==> src/rtl/tsf_pkg.sv <==
package tsf_pkg;
  // Operation chosen in a cycle from the accepted strobes
  typedef enum logic [1:0] {
    OP_HOLD = 2'b00,
    OP_PUSH = 2'b01,
    OP_POP  = 2'b10,
    OP_SWAP = 2'b11
  } op_e;
endpackage

==> src/rtl/tsf_store.sv <==
module tsf_store #(
  parameter int WW    = 33,
  parameter int DEPTH = 16,
  localparam int AW   = (DEPTH > 1) ? $clog2(DEPTH) : 1
) (
  input  logic          clk,
  input  logic          we,
  input  logic [AW-1:0] waddr,
  input  logic [WW-1:0] wdata,
  input  logic [AW-1:0] raddr,
  output logic [WW-1:0] rdata
);
  logic [WW-1:0] mem [DEPTH];

  always_ff @(posedge clk) begin
    if (we) mem[waddr] <= wdata;
  end

  // fall-through head view
  assign rdata = mem[raddr];
endmodule

==> src/rtl/tsf_ctrl.sv <==
module tsf_ctrl
  import tsf_pkg::*;
#(
  parameter int DEPTH = 16,
  localparam int AW   = (DEPTH > 1) ? $clog2(DEPTH) : 1,
  localparam int CW   = $clog2(DEPTH + 1)
) (
  input  logic          clk,
  input  logic          rst,
  input  logic          wr_en,
  input  logic          rd_en,
  output logic          push,
  output logic [AW-1:0] wptr,
  output logic [AW-1:0] rptr,
  output logic          full,
  output logic          exists
);
  localparam logic [CW-1:0] CNT_MAX = CW'(DEPTH);
  localparam logic [AW-1:0] PTR_MAX = AW'(DEPTH - 1);

  logic [CW-1:0] cnt, cnt_n;
  logic          pop;
  op_e           op;

  assign pop  = rd_en && exists;
  assign push = wr_en && (!full || pop);
  assign op   = op_e'({pop, push});

  function automatic logic [AW-1:0] bump(input logic [AW-1:0] p);
    return (p == PTR_MAX) ? '0 : p + 1'b1;
  endfunction

  always_comb begin
    unique case (op)
      OP_PUSH: cnt_n = cnt + 1'b1;
      OP_POP:  cnt_n = cnt - 1'b1;
      default: cnt_n = cnt;
    endcase
  end

  always_ff @(posedge clk) begin
    if (rst) begin
      cnt    <= '0;
      wptr   <= '0;
      rptr   <= '0;
      full   <= 1'b0;
      exists <= 1'b0;
    end else begin
      cnt    <= cnt_n;
      full   <= (cnt_n == CNT_MAX);
      exists <= (cnt_n != '0);
      if (push) wptr <= bump(wptr);
      if (pop)  rptr <= bump(rptr);
    end
  end
endmodule

==> src/rtl/tagged_stream_fifo.sv <==
module tagged_stream_fifo #(
  parameter int DW    = 32,
  parameter int DEPTH = 16,
  localparam int AW   = (DEPTH > 1) ? $clog2(DEPTH) : 1,
  localparam int WW   = DW + 1
) (
  input  logic          clk,
  input  logic          rst,
  input  logic          wr_en,
  input  logic [DW-1:0] wr_data,
  input  logic          wr_tag,
  output logic          full,
  input  logic          rd_en,
  output logic [DW-1:0] rd_data,
  output logic          rd_tag,
  output logic          exists
);
  logic          push;
  logic [AW-1:0] wptr, rptr;
  logic [WW-1:0] head;

  tsf_ctrl #(.DEPTH(DEPTH)) u_ctrl (
    .clk(clk), .rst(rst), .wr_en(wr_en), .rd_en(rd_en),
    .push(push), .wptr(wptr), .rptr(rptr), .full(full), .exists(exists)
  );

  // tag rides in the top bit of each stored entry
  tsf_store #(.WW(WW), .DEPTH(DEPTH)) u_store (
    .clk(clk), .we(push), .waddr(wptr), .wdata({wr_tag, wr_data}),
    .raddr(rptr), .rdata(head)
  );

  assign rd_tag  = head[WW-1];
  assign rd_data = head[DW-1:0];
endmodule

==> config.mk <==
export PLATFORM = sky130hd
export DESIGN_NAME = tagged_stream_fifo
export DESIGN_NICKNAME = d
export VERILOG_FILES = /design/src/rtl/tsf_pkg.sv /design/src/rtl/tsf_store.sv /design/src/rtl/tsf_ctrl.sv /design/src/rtl/tagged_stream_fifo.sv
export SDC_FILE = /design/constraint.sdc
export NUM_CORES = 1
export LEC_CHECK = 0
export BUFFER_PORTS_ARGS = -buffer_cell sky130_fd_sc_hd__buf_2
export CORE_MARGIN = 1
export CORE_UTILIZATION = 50
export CTS_CLUSTER_SIZE = 8
export DETAILED_ROUTE_END_ITERATION = 7
export PLACE_DENSITY = 0.66
export SETUP_SLACK_MARGIN = 0.15
export SYNTH_ARGS = -nofsm -noshare
export SYNTH_HDL_FRONTEND = slang
export SYNTH_SLANG_ARGS = --single-unit
export TNS_END_PERCENT = 50
==> constraint.sdc <==
create_clock -name clk -period 12.3 [get_ports clk]
set_clock_uncertainty 0.05 [all_clocks]
set_input_delay 3.69 -clock clk [delete_from_list [all_inputs] [get_ports clk]]
set_output_delay 3.69 -clock clk [all_outputs]
set_load 0.02 [all_outputs]
# Word-level counts from Yosys, hierarchy flattened
# Memory sizes are Yosys's and may differ from the RTL's. A register that Yosys moved wholly into a read port is not among the register bits.
# Index checks and enable logic that the tools add are counted.
op_classes:
  addsub: 4
  n_eq_ne: 5
  muxes: 7
  reduce_logical: 5
ops:
  columns: ["op", "n"]
  rows:
  - ["4-bit two-way mux", 4]
  - ["5-bit one-hot mux with 2 select lines", 1]
  - ["4-bit by 1-bit adder with 4-bit output, second input constant", 2]
  - ["4-bit == test, second input constant", 2]
  - ["5-bit by 1-bit adder with 5-bit output, second input constant", 1]
  - ["5-bit == test, second input constant", 1]
  - ["5-bit nonzero test", 1]
  - ["5-bit by 1-bit subtractor with 5-bit output, second input constant", 1]
  - ["2-bit by 1-bit == test with 1-bit output, second input constant", 1]
  - ["2-bit == test, second input constant", 1]
  - ["1-bit logical AND", 2]
  - ["1-bit two-way mux", 2]
  - ["1-bit zero test", 1]
  - ["1-bit logical OR", 1]
totals:
  ff_bits: 15
  ramBits: 528
  input_bits: 37
  output_inout_bits: 35
  n_memories: 1
mem_list:
  columns: ["memory", "words", "word_bits", "read_ports", "rd_clocked_by_memory_dff", "write_ports", "line", "text"]
  rows:
  - ["u_store.mem", 16, 33, 1, 1, 1, "tsf_store.sv:13", "logic [WW-1:0] mem [DEPTH];"]

# Logic depth before layout (Yosys ltp)
depth:
  depth_word: 6
  mapped_depth: 12
  depth_no_buf: 11

# Modules after synthesis
# From an unflattened synthesis, not the netlist that was laid out.
unflattened:
  hier_cells: 926
  hier_area_um2: 20761.2
by_module_without_submodules:
  columns: ["mod", "n_inst", "cells_each", "area_each_um2", "seq_area_each_um2"]
  rows:
  - ["tsf_store", 1, 831, 19970.4, 15855.2]
  - ["tsf_ctrl", 1, 95, 790.8, 300.3]

# Worst setup path before layout
# OpenSTA, ideal clock, no wires.
synth_timing:
  path_type: "input to register"
  startpoint: "input rd_en"
  endpoint: "memory u_store.mem[0][0] (enable)"
  arrival_time_ns: 7.316
  required_time_ns: 11.744
  path_slack_ns: 4.428
  stages: 4
  n_path_buf: 0
  cell_sequence: "nand2_1 nand2_1 nand2_1 nor4_1"
synth_between:
  elab_chain_len: 5
synth_lines:
  columns: ["element", "line", "text"]
  rows:
  - ["from (decl)", "tagged_stream_fifo.sv:13", "input logic rd_en,"]
  - ["1-bit logical AND", "tsf_ctrl.sv:25", "assign pop = rd_en && exists;"]
  - ["1-bit logical OR", "tsf_ctrl.sv:26", "assign push = wr_en && (!full || pop);"]
  - ["1-bit logical AND", "tsf_ctrl.sv:26", null]
  - ["1-bit two-way mux", "tsf_store.sv:16", "if (we) mem[waddr] <= wdata;"]
  - ["1-bit two-way mux (not written as such)", "tsf_store.sv:16", null]
  - ["to (decl)", "tsf_store.sv:13", null]
# No other way between the ends.

==> summary.md <==
| Metric | Value |
|---|---|
| Status | finished, violations left |
| Failing checks | DRC |
| Hold WC Path Type | flip-flop to flip-flop |
| Synthesis-to-finish area growth | 15.2% |
| Die height | 206 um |
| Average size of a mapped cell | 24.4 sq um |
| Netlist cell types | 38 |
| Vias in the first global route | 9,948 |
| Post-route ant nets | 0 |
| Unrepaired setup endpoints after global routing | false |
| YS warnings | 0 |
| Chip width | 206 um |
| Layout cells sized above 1 | between 30% and 40% |
| Clock latency on the worst-skew pair | 0.57 ns |
| Compound-cell area share of the yosys netlist | 0.582% |
| Setup-failing EPs final | 0 |
| Slew of the pin with the lowest slew margin | between 1 and 1.5 ns |
| Root buffer cell | clkbuf_16 |
| Dpl hpwl | between 20 and 25 mm |
| P_leak | 7.50 nW |
| Setup_tns | 0 ns |
| GP Congestion | ~0.75 |
| Port bufs | 71 |
| Crit path max fanout | 40 |
| Gr usage total | between 20% and 30% |
| Initial antenna violation count | 4 |
| Clock Pin Slew Worst Setup and Hold Paths | 0.05 ns |
| WL final | 42.8 mm |
| Vias per Instance | 6.04 |
| Slew Viols, Final | 0 |
| Cts hold-fix bufs | 0 |
| CP Launch Type | flip-flop |
| Count leader, synth | edfxtp_1 |
| Post-synthesis register bit count | between 500 and 600 |
| Final period utilization | 61.5% |
| Nets | 1,031 |
| Placed Instances | 1,437 |
| Top FF cell, synth | edfxtp_1 |
| CP required | 8.56 ns |
| Async SR Flop Fraction | 0% |
| Largest family of logic cells by synthesized area | multiplexers |
| Cells after synthesis | 856 |
| DRT Pass-1 Iters | 6 |
| Largest net degree at the start of global routing | 74 |
| Clock buffer count from CTS | 78 |
| # Max-Cap Violations | 0 |
| P per Cell Area | 183 mW/mm^2 |
| Fin crit period | approximately 7.6 ns |
| Final setup margin | 4.73 ns |
| WL per Instance | roughly 28 um |
| Final cell count without fillers | 1,537 |
| Detailed-route via count | 9,280 |
| Post-synth top area cell | edfxtp_1 |
| Starting Density | 50.8% |
| Full die area | 0.0425 sq mm |
| Max transition margin | 24.8% |
| First-pass GRT wire length | between 60 and 70 mm |
| Post-synth top area share | 76.1% |
| Post-synth top cells | edfxtp_1 (528), mux4_2 (164), clkbuf_1 (20) |
| Ranking of synthesized cells by area | edfxtp_1 (76%), mux4_2 (18%), dfxtp_1 (1.8%) |
| EDFF count, synth | ~530 |
| Worst vdd ir | 0.130 mV |
| Synthesized area | 0.0208 sq mm |
| Buffer levels on the longest clock path | 3 |
| Post-CTS Resized | 0 |
| Mux contribution to synthesized area | between 10% and 20% |
| Rows | 74 |
| CTS H-Tree Depth | 3 |
| Seq/Total Area, Yosys | 77.9% |
| Critical path arrival | 3.83 ns |
| GR Overflow Total | 0 |
| CTS tree | done |
| Initial drt markers | 930 |
| CP endpoint kind | primary output |
| Adder and majority cell fraction of the synthesized area | 0.540% |
| Final number of hold-violating endpoints | 0 |
| XOR/XNOR Fraction of Synth Area | 0.336% |
| Simple-Gate Fraction of Synth Area | 1.31% |
| Drc violations | 16 |
| I/O pins | 72 |
| Clock sinks | 547 |
| Post-CTS Repair Setup Buffers | 0 |
| Net count after synthesis | 902 |
| Post-Place Worst Slack | 5.23 ns |
| Crit path kind | flip-flop to primary output |
| Hold slack | 0.458 ns |
| Highest clock rate | roughly 130 MHz |
| Core footprint | 0.0410 sq mm |
layout make-up:
| type | count | area (sq um) |
|---|---|---|
| flip-flops and latches | 547 | 16200 |
| clock inverters | 3 | 43.8 |
| repair buffers | 92 | 513 |
| multi-input cells | 258 | 4410 |
| fillers | 2872 | 17000 |
| inverters | 8 | 30.0 |
| diodes | 3 | 7.51 |
| clock buffers | 94 | 2100 |
| well taps | 532 | 666 |
worst paths after layout:
path | from | end | slack [ns] | cells after the start
worst min-delay path | u_ctrl.rptr[1] | flip-flop | 0.46 | 2
worst max register to register | u_ctrl.exists | u_ctrl.exists | 9.32 | 11
worst min register to register | u_ctrl.rptr[1] | flip-flop | 0.46 | 2
worst max-delay path | flip-flop | rd_data[0] | 4.73 | 5
sequential cells by signal (all words and copies together) (netlist names), named ones only:
signal / count
u_ctrl.wptr: 4
u_store.mem: 528
u_ctrl.cnt: 5
u_ctrl.exists: 1
u_ctrl.full: 1
u_ctrl.rptr: 4
per-layer routing:
metal / vias up / part of all wire [%] / global-route usage, %
li1: 3920 / - / -
met1: 4991 / 41 / 28.6
met2: 309 / 51 / 34.7
met3: 56 / 6.1 / 4.18
met4: 4 / 1.6 / 6.25
met5: - / 0.047 / 0
report_power, final:
| group | internal [mW] | switching, mW | leakage [nW] |
|---|---|---|---|
| registers | 2.08 | 0.0259 | 4.93 |
| logic | 0.201 | 0.207 | 1.53 |
| clock network | 1.18 | 0.712 | 1.04 |
stage by stage:
step	area, sq um	util [%]	power [mW]
CTS	24000	58.5	4.45
detailed placement	21900	53.3	2.56
global placement	21900	53.3	2.55
global route	24000	58.5	4.55
floorplan	20800	-	2.45
finish	24000	58.5	4.40
logic make-up after synthesis:
family                     Yosys count
adders and majority gates            9
and+or+nand+nor                     54
xor gates and xnor gates             8
buffers and inverters               51
muxes                              168
DFF                                547
AOI/OAI and AO/OA                   19
cell usage in the layout (no fill, tap or decap), types with 2 or more instances in the layout:
cell type  netlist  layout
a21oi_1          9       9
and2_2           0       4
buf_2            7      71
buf_4            0      21
clkbuf_1        20      12
clkbuf_16        0      82
dfxtp_1         19      15
dfxtp_4          0       3
diode_2          0       3
edfxtp_1       528     528
ha_1             9       9
inv_1            8       8
mux2i_1          3       3
mux4_2         164     164
nand2_1         12      12
nand3_1          4       4
nand4_1          2       2
nor2_1          15      11
nor2_4           0       4
nor3_2           0       4
nor4_2           0       4
o21ai_0          3       3
xor2_1           7       7
critical path, stage by stage (launching register included):
cell and delay (ns):
dfxtp_4 0.48, buf_4 0.70, buf_4 0.68, mux4_2 0.59, mux4_2 0.54, buf_2 0.19
Note: power is estimated with default switching activity, not from simulation.
